`config.mk`:
```
export PLATFORM = sky130hd
export DESIGN_NAME = radix4_signed_mul
export DESIGN_NICKNAME = d
export VERILOG_FILES = /design/src/rtl/booth_pkg.sv /design/src/rtl/booth_enc.sv /design/src/rtl/booth_pp_row.sv /design/src/rtl/booth_row_sum.sv /design/src/rtl/radix4_signed_mul.sv
export SDC_FILE = /design/constraint.sdc
export NUM_CORES = 1
export LEC_CHECK = 0
export ABC_CLOCK_PERIOD_IN_PS = 4250
export BUFFER_PORTS_ARGS = -buffer_cell sky130_fd_sc_hd__buf_2
export CAP_MARGIN = 20
export CORE_ASPECT_RATIO = 1.4
export CORE_UTILIZATION = 45
export DETAILED_ROUTE_END_ITERATION = 8
export PLACE_DENSITY = 0.66
export SYNTH_ARGS = -nofsm -noshare
export SYNTH_HDL_FRONTEND = slang
export SYNTH_SLANG_ARGS = --single-unit
```
`constraint.sdc`:
```
create_clock -name clk -period 4.25 [get_ports clk]
set_input_delay 0.2125 -clock clk [delete_from_list [all_inputs] [get_ports clk]]
set_output_delay 0.2125 -clock clk [all_outputs]
set_load 0.05 [all_outputs]
```
`src/rtl/booth_pkg.sv`:
```
package booth_pkg;
  // Control lines derived from one three-bit multiplier window
  typedef struct packed {
    logic neg;   // subtract the selected multiple
    logic zero;  // select zero magnitude
    logic two;   // select twice the multiplicand
  } booth_ctl_t;
endpackage

```
`src/rtl/booth_enc.sv`:
```
module booth_enc
  import booth_pkg::*;
(
  input  logic [2:0]  grp,   // {b[2i+1], b[2i], b[2i-1]}
  output booth_ctl_t  ctl
);
  always_comb begin
    unique case (grp)
      3'b000:  ctl = '{neg: 1'b0, zero: 1'b1, two: 1'b0};
      3'b001:  ctl = '{neg: 1'b0, zero: 1'b0, two: 1'b0};
      3'b010:  ctl = '{neg: 1'b0, zero: 1'b0, two: 1'b0};
      3'b011:  ctl = '{neg: 1'b0, zero: 1'b0, two: 1'b1};
      3'b100:  ctl = '{neg: 1'b1, zero: 1'b0, two: 1'b1};
      3'b101:  ctl = '{neg: 1'b1, zero: 1'b0, two: 1'b0};
      3'b110:  ctl = '{neg: 1'b1, zero: 1'b0, two: 1'b0};
      default: ctl = '{neg: 1'b1, zero: 1'b1, two: 1'b0};
    endcase
  end

  // a window never asks for zero and double at once
  always_comb begin
    assert_ctl_exclusive_R6: assert (!(ctl.zero && ctl.two));
  end
endmodule

```
`src/rtl/booth_pp_row.sv`:
```
module booth_pp_row
  import booth_pkg::*;
#(
  parameter int EW  = 8,
  parameter int PW  = 16,
  parameter int IDX = 0
) (
  input  logic [EW-1:0] mcand,
  input  booth_ctl_t    ctl,
  output logic [PW-1:0] row
);
  localparam int SHIFT = 2 * IDX;

  logic [EW:0] mag;
  logic [EW:0] pp;
  logic [EW:0] tmpl;

  always_comb begin
    if (ctl.zero)     mag = '0;
    else if (ctl.two) mag = {mcand, 1'b0};
    else              mag = {mcand[EW-1], mcand};
    pp   = mag ^ {(EW+1){ctl.neg}};
    // inverted sign bit replaces the replicated extension
    tmpl = {~pp[EW], pp[EW-1:0]};
    row  = ({{(PW-EW-1){1'b0}}, tmpl} << SHIFT)
         + ({{(PW-1){1'b0}}, ctl.neg} << SHIFT);
  end

  // a zero digit leaves only the template bit and the correction
  always_comb begin
    if (ctl.zero && !ctl.neg)
      assert_zero_row_R6: assert (row == ({{(PW-1){1'b0}}, 1'b1} << (SHIFT + EW)));
  end
endmodule

```
`src/rtl/booth_row_sum.sv`:
```
module booth_row_sum #(
  parameter int PW = 16,
  parameter int NR = 4
) (
  input  logic [NR-1:0][PW-1:0] rows,
  input  logic [PW-1:0]         bias,
  output logic [PW-1:0]         total
);
  logic [NR:0][PW-1:0] acc;

  assign acc[0] = bias;

  for (genvar k = 0; k < NR; k++) begin : g_add
    assign acc[k+1] = acc[k] + rows[k];
  end

  assign total = acc[NR];
endmodule

```
`src/rtl/radix4_signed_mul.sv`:
```
module radix4_signed_mul
  import booth_pkg::*;
#(
  parameter int W = 8
) (
  input  logic           clk,
  input  logic           rst,
  input  logic           in_valid,
  input  logic [W-1:0]   in_a,
  input  logic [W-1:0]   in_b,
  output logic           out_valid,
  output logic [2*W-1:0] out_prod
);
  localparam int EW  = W + (W % 2);
  localparam int NPP = EW / 2;
  localparam int PW  = 2 * EW;
  localparam int OW  = 2 * W;

  // sum of the constants left over when each row's sign bit is inverted
  function automatic logic [PW-1:0] tpl_const();
    logic [PW-1:0] acc;
    acc = '0;
    for (int i = 0; i < NPP; i++)
      acc = acc - ({{(PW-1){1'b0}}, 1'b1} << (EW + 2*i));
    return acc;
  endfunction

  localparam logic [PW-1:0] BIAS = tpl_const();

  logic          v_q;
  logic [W-1:0]  a_q, b_q;

  always_ff @(posedge clk) begin
    if (rst) begin
      v_q <= 1'b0;
      a_q <= '0;
      b_q <= '0;
    end else begin
      v_q <= in_valid;
      if (in_valid) begin
        a_q <= in_a;
        b_q <= in_b;
      end
    end
  end

  logic [EW-1:0] a_x, b_x;
  logic [EW:0]   b_pad;

  generate
    if (EW == W) begin : g_even
      assign a_x = a_q;
      assign b_x = b_q;
    end else begin : g_odd
      assign a_x = {a_q[W-1], a_q};
      assign b_x = {b_q[W-1], b_q};
    end
  endgenerate

  assign b_pad = {b_x, 1'b0};

  booth_ctl_t                ctl  [NPP];
  logic [NPP-1:0][PW-1:0]    rows;
  logic [PW-1:0]             total;

  for (genvar i = 0; i < NPP; i++) begin : g_digit
    booth_enc u_enc (
      .grp (b_pad[2*i+2 -: 3]),
      .ctl (ctl[i])
    );
    booth_pp_row #(.EW(EW), .PW(PW), .IDX(i)) u_row (
      .mcand (a_x),
      .ctl   (ctl[i]),
      .row   (rows[i])
    );
  end

  booth_row_sum #(.PW(PW), .NR(NPP)) u_sum (
    .rows  (rows),
    .bias  (BIAS),
    .total (total)
  );

  always_ff @(posedge clk) begin
    if (rst) begin
      out_valid <= 1'b0;
      out_prod  <= '0;
    end else begin
      out_valid <= v_q;
      if (v_q) out_prod <= total[OW-1:0];
    end
  end

  // behavioural reference used only by the checks below
  logic signed [OW-1:0] ref_w;
  assign ref_w = $signed(a_q) * $signed(b_q);

  assert_latency_R2: assert property (@(posedge clk) disable iff (rst)
    in_valid |-> ##2 out_valid);

  assert_product_R3: assert property (@(posedge clk) disable iff (rst)
    out_valid |-> out_prod == $past(ref_w));

  assert_hold_R4: assert property (@(posedge clk) disable iff (rst)
    !v_q |=> $stable(out_prod));

  assert_no_overflow_R5: assert property (@(posedge clk) disable iff (rst)
    (v_q && a_q == {1'b1, {(W-1){1'b0}}} && b_q == {1'b1, {(W-1){1'b0}}})
      |=> out_prod == ({{(OW-1){1'b0}}, 1'b1} << (OW-2)));
endmodule

```
After elaboration in Yosys (flattened, before gate mapping) --
Cells that the tools add are included.
Storage, ports and cells: bits in registers 34, input bits 19, output and inout port bits 17
Operators by class: $add $sub $neg 8, equal/unequal tests 21, muxes and demuxes 12, bitwise operators 8, reductions and logical operators 10
Operators with widths (number):
- $pmux 3 s5 | 3
- $mux 9 | 4
- $xor 9x9->9 | 4
- $mux 8 | 4
- $eq 3x3->1 const B | 9
- $eq 3x2->1 const B | 6
- $add 15x7->16 | 1
- $add 16x10->16 const A | 1
- $add 16x12->16 | 1
- $add 16x14->16 | 1
- $add 16x16->16 | 1
- $add 13x5->14 | 1
- $add 11x3->12 | 1
- $logic_not 3->1 | 4
- $pmux 3 s4 | 1
- $reduce_or 2->1 | 6
- $add 9x1->10 | 1
- $eq 3x1->1 const B | 3
- $eq 2x2->1 const B | 2
- $not 1->1 | 4
- $eq 2x1->1 const B | 1

Longest topological paths before layout --
depth in word-level cells 11, depth in mapped cells 18, gate-level depth less buffers 16

Modules after synthesis --
From an unflattened synthesis, not the netlist that was laid out.
Unflattened totals: cells, all modules 779, area total of the unflattened synthesis 6055.8 µm²
By module, submodules not included:
- booth_row_sum | times used 1, cells an instance 263, area each 2073.2 µm²
- booth_pp_row (g_digit[1].u_row ...) | times used 3, cells an instance 82, area each 586.8 µm²
- radix4_signed_mul | times used 1, cells an instance 110, area each 1223.7 µm²
- booth_pp_row (g_digit[0].u_row) | times used 1, cells an instance 136, area each 863.3 µm²
- booth_enc | times used 4, cells an instance 6, area each 33.8 µm²

Worst setup path after synthesis --
OpenSTA, ideal clock, no wires.
path type register to register, start point reg b_q[5], end point reg out_prod[11], library setup time 62 ps, data arrival time 4261 ps, required time 4188 ps, slack -73 ps, stages on the path, launching flop included 19, path buffers 2, clock period less this slack 4323 ps, cell sequence dfxtp_1 -> clkbuf_1 -> buf_1 -> nand2_1 -> nand2_1 -> o21ai_0 -> o22ai_1 -> a21oi_1 -> fa_1 -> inv_1 -> fa_1 -> inv_1 -> fa_1 -> ha_1 -> and3_1 -> a221oi_2 -> nor2_2 -> or4_1 -> nand3_1
Between the ends: longest elaborated chain between the ends 9, elaborated cells between the ends (all ways) 30, those cells by class add/sub (4); eq/ne (12); mux (6); bitwise (2); reduce/logical (6)
RTL lines:
- start: declaration | RTL line radix4_signed_mul.sv:31 | logic [W-1:0] a_q, b_q;
- start signal: assignment | RTL line radix4_signed_mul.sv:42 | b_q <= in_b;
- $eq 3x3->1, or another cell as far along | RTL line booth_enc.sv:8 | unique case (grp)
- $reduce_or 2->1 (no line)
- $pmux 3 s5 | RTL line booth_enc.sv:8
- $mux 8 | RTL line booth_pp_row.sv:20 | else if (ctl.two) mag = {mcand, 1'b0};
- $mux 9 | RTL line booth_pp_row.sv:19 | if (ctl.zero) mag = '0;
- $xor 9x9->9 | RTL line booth_pp_row.sv:22 | pp = mag ^ {(EW+1){ctl.neg}};
- $add 13x5->14 | RTL line booth_pp_row.sv:26 | + ({{(PW-1){1'b0}}, ctl.neg} << SHIFT);
- $add 16x14->16 | RTL line booth_row_sum.sv:14 | assign acc[k+1] = acc[k] + rows[k];
- $add 16x16->16 (*) | RTL line booth_row_sum.sv:14
- end signal: assignment | RTL line radix4_signed_mul.sv:90 | if (v_q) out_prod <= total[OW-1:0];
- end: declaration | RTL line radix4_signed_mul.sv:12 | output logic [2*W-1:0] out_prod
Mark *: on every way between the ends. The rest lies on a longest branch, timed or not. A chain may end at the register's enable or synchronous reset.

Worst setup path in the final report --
start point reg b_q[1], end point reg out_prod[11]
Between the ends: longest elaborated chain between the ends 10, elaborated cells between the ends (all ways) 29, those cells by class add/sub (6); eq/ne (9); mux (6); bitwise (4); reduce/logical (4)
RTL lines (RTL line):
- $eq 2x2->1, or another cell as far along | booth_enc.sv:8
- $pmux 3 s4 / $reduce_or 2->1 (equally long branches)
- $mux 8, or another cell as far along | booth_pp_row.sv:20
- $mux 9, or another cell as far along | booth_pp_row.sv:19
- $xor 9x9->9, or another cell as far along | booth_pp_row.sv:22
- $add 9x1->10, or another cell as far along | booth_pp_row.sv:26
- $add 16x10->16 / $add 11x3->12 (equally long branches) | booth_row_sum.sv:14, booth_pp_row.sv:26
- $add 16x12->16 (*) | booth_row_sum.sv:14
- $add 16x14->16 (*) | booth_row_sum.sv:14
- $add 16x16->16 (*) | booth_row_sum.sv:14
Marks and branches as above.

==> flow_summary_export.csv <==
group,metric,value,unit
die,die_h,110.0,um
cells_and_area,diodes,0,
synth,synth_top_cells_by_area,"dfxtp_1 18%, ha_1 11%, fa_1 6.9%",
global_route,grt_max_degree,41,
detailed_routing,wl_met1,3914,um
synth,synth-seq-cells,34,
worst_setup_path,max_stage_delay,0.56,ns
synth,synth_commonest_cells,"58 x nand2_1, 56 x nor2_1, 44 x o21ai_0",
clock_network,cts_sinks,34,
global_route,antenna_found_initial,0,
die,dieArea,8713,um^2
detailed_routing,wl,9091,um
timing,holdWs,0.1601,ns
synth,synth_seq_area_share,18.14,%
timing,fin_skew,0.003598,ns
clock_network,cts_buffers,5,
timing,period_share,95.40,%
worst_setup_path,reg2regPathDepth,15,
timing,fin_crit,4.055,ns
synth,ys_warn_count,0,
synth,synth-async-reset-ratio,0,%
die,core,8100,um^2
synth,syn-instance-count,507,
die,io-pin-count,36,
die,fp.dieW,79.18,um
synth,synth_top_area_share,18.14,%
synth,syn_area,3752,um^2
timing,hold_viol,0,
clock_network,htree_levels,2,
cells_and_area,drive_above_1_share,17.35,%
worst_setup_path,reg2reg_setup_slack,0.20,ns
timing,slew-limit-headroom,33.30,%
timing,worstMarginPinSlew,0.9992,ns
min_path,whs_path_depth,3,
power_and_ir_drop,powerDensity,390.6,nW/um^2
synth,synth_flop_cell,"dfxtp_1",
cells_and_area,syn_to_final_growth,16.81,%
worst_setup_path,r2r-end,"out_prod[11]",
global_route,grt_pass1_wl,15030,um
detailed_routing,antenna_left,0,
clock_network,clk_latency,0.28,ns
min_path,min_from,"in_b[5]",
synth,synth_edf_count,0,
detailed_routing,vias,3584,
placement,port_buffers,35,
worst_setup_path,path_max_fanout,13,
timing,setup_ws,0.1954,ns
cells_and_area,final_nets,601,
outcome,status,"complete, no violations",
timing,max_freq,246.6,MHz
detailed_routing,post_drt_wl_per_cell,14.25,um
detailed_routing,drt_pass1_iterations,5,
synth,synthDistinctLibCells,51,
worst_setup_path,rr_startpoint,"b_q[1]",
worst_setup_path,crit_path_top_delay_cell,"fa_1",
clock_network,cts_tree,"yes",
worst_setup_path,path_buf_inv,4,
worst_setup_path,startpoint_type,"flop",
synth,synth_compound_area_share,21.24,%
worst_setup_path,arrival,4.28,ns
synth,synth_top_family_by_area,"adder cells",
synth,synth_fa_ha_area_share,23.07,%
placement,gp_congestion,0.8372,
detailed_routing,drt-initial-drc-count,216,
min_path,hold_end,"b_q[5]",
global_route,grt_overflow,0,
global_route,grt_pass1_vias,3230,
placement,hpwl,6728,um
detailed_routing,route.met2.wl,4623,um
min_path,worstHoldPathType,"input port to flop",
worst_setup_path,cp.required,4.48,ns
detailed_routing,wl_met3,343,um
detailed_routing,drc,0,
die,num_rows,39,
worst_setup_path,end_kind,"flop",
placement,dp_slack,0.1549,ns
clock_network,hold_buffers,0,
worst_setup_path,crit_chain,"buf_4, inv_1, nor3_1, a21oi_1, fa_1, inv_1, fa_1, fa_1, ha_1, and3_1, a221oi_2, buf_4, nor2_2, or4_1, nand3_1",
clock_network,root_buffer,"clkbuf_16",
power_and_ir_drop,ir_worst_vdd,0.4017,mV
worst_setup_path,cp_top_family,"adder cells",
timing,setup_violations,0,
clock_network,max-clock-path-buffers,2,
clock_network,path_clk_slew,0.06,ns
synth,avgSynthCellArea,7.401,um^2
synth,syn_nets,573,
worst_setup_path,path_class,"flop to flop",
power_and_ir_drop,leakage,1.942,nW
detailed_routing,top_layer,"met4",
global_route,grt_usage,21.85,%
synth,synth-xor-area-share,4.668,%
synth,synthMuxAreaShare,6.702,%
flow_run,maxCapViolCount,0,
synth,synthSimpleGateAreaFrac,17.94,%
detailed_routing,via_per_inst,5.618,
synth,yosysTopAreaCell,"dfxtp_1",
synth,yosysMostFrequentCell,"nand2_1",
worst_setup_path,crit_path_frequent_cell,"fa_1",
timing,slew_viol_final,0,
die,start_util,46.32,%
==> layout make-up <==
class                           instances  area, um^2
Tap cell                              102       127.6
Multi-Input combinational cell        395        2790
Clock inverter                          2       60.06
Inverter                               29       108.9
Sequential cell                        34       689.4
Fill cell                             810        3717
Timing Repair Buffer                   70       467.9
Clock buffer                            6       138.9
==> per-layer routing <==
layer	vias up	global-route usage, %
li1	1807	-
met1	1669	26.09
met2	93	37.93
met3	15	3.539
met4	0	10.52
met5	-	0
==> worst max path at each step <==
| stage | slack (ns) | to | startpoint | cells after the start |
|---|---|---|---|---|
| 2_1_floorplan | 0.02 | out_prod[11] | b_q[1] | 15 |
| 3_3_place_gp | 0.20 | out_prod[11] | a_q[4] | 15 |
| 3_5_place_dp | 0.15 | out_prod[11] | a_q[4] | 15 |
| 4_1_cts | 0.14 | out_prod[11] | b_q[4] | 15 |
| 5_1_grt | -0.004 | out_prod[10] | b_q[1] | 16 |
| 6_report | 0.20 | out_prod[11] | b_q[1] | 15 |
==> layout by cell type, fill, tap and decap left out, types with 6 or more instances in the layout <==
| master | instances |
|---|---|
| ha_1 | 32 |
| buf_4 | 33 |
| a21o_1 | 7 |
| xor2_1 | 6 |
| o22ai_1 | 12 |
| nand3_1 | 14 |
| fa_1 | 13 |
| maj3_1 | 18 |
| xnor2_1 | 14 |
| dfxtp_1 | 29 |
| o21ai_0 | 44 |
| inv_1 | 29 |
| nor2_1 | 55 |
| nand2_1 | 58 |
| clkbuf_16 | 6 |
| mux2i_1 | 24 |
| a21oi_1 | 37 |
| buf_2 | 35 |
| o211ai_1 | 8 |
==> state kept, by name, summed over array words and instances, names as in the netlist <==
register / count
b_q: 8
out_prod: 16
v_q: 1
a_q: 8
out_valid: 1
==> where the power goes <==
part           total, mW  internal (mW)  switching (mW)
clock network      0.497          0.352           0.145
registers          0.386          0.353          0.0328
logic              0.829          0.343           0.486
total               1.71           1.05           0.663
==> timing repair <==
item	in CTS	in global routing
endpoints found under the hold margin	0	0
resized for setup	0	10
buffers inserted	0	1
setup endpoints to repair	0	6
==> worst register-to-register path, cell delays in order, from the launching register on <==
cell and delay (ns):
dfxtp_1 0.37, buf_4 0.22, inv_1 0.08, nor3_1 0.19, a21oi_1 0.10, fa_1 0.56, inv_1 0.07, fa_1 0.47
fa_1 0.49, ha_1 0.32, and3_1 0.19, a221oi_2 0.20, buf_4 0.17, nor2_2 0.04, or4_1 0.46, nand3_1 0.08
==> metrics by stage <==
stage          power (mW)  instance area (um^2)  utilization, %  setup TNS, ns  instances
3_3_place_gp        1.176                  4115           50.80              0        628
6_report            1.712                  4383           54.11              0        638
4_1_cts             1.692                  4314           53.26              0        636
2_1_floorplan      0.9985                  3755               -              0        507
3_5_place_dp        1.188                  4115           50.80              0        628
5_1_grt             1.841                  4383           54.11      -0.007673        638
==> kinds of logic after synthesis <==
group / Yosys count
simple gates: 153
compound gates: 132
buf+inv: 78
fa+ha+maj: 65
flops: 34
mux: 25
xor+xnor: 20
Note: power is estimated with default switching activity, not from simulation.
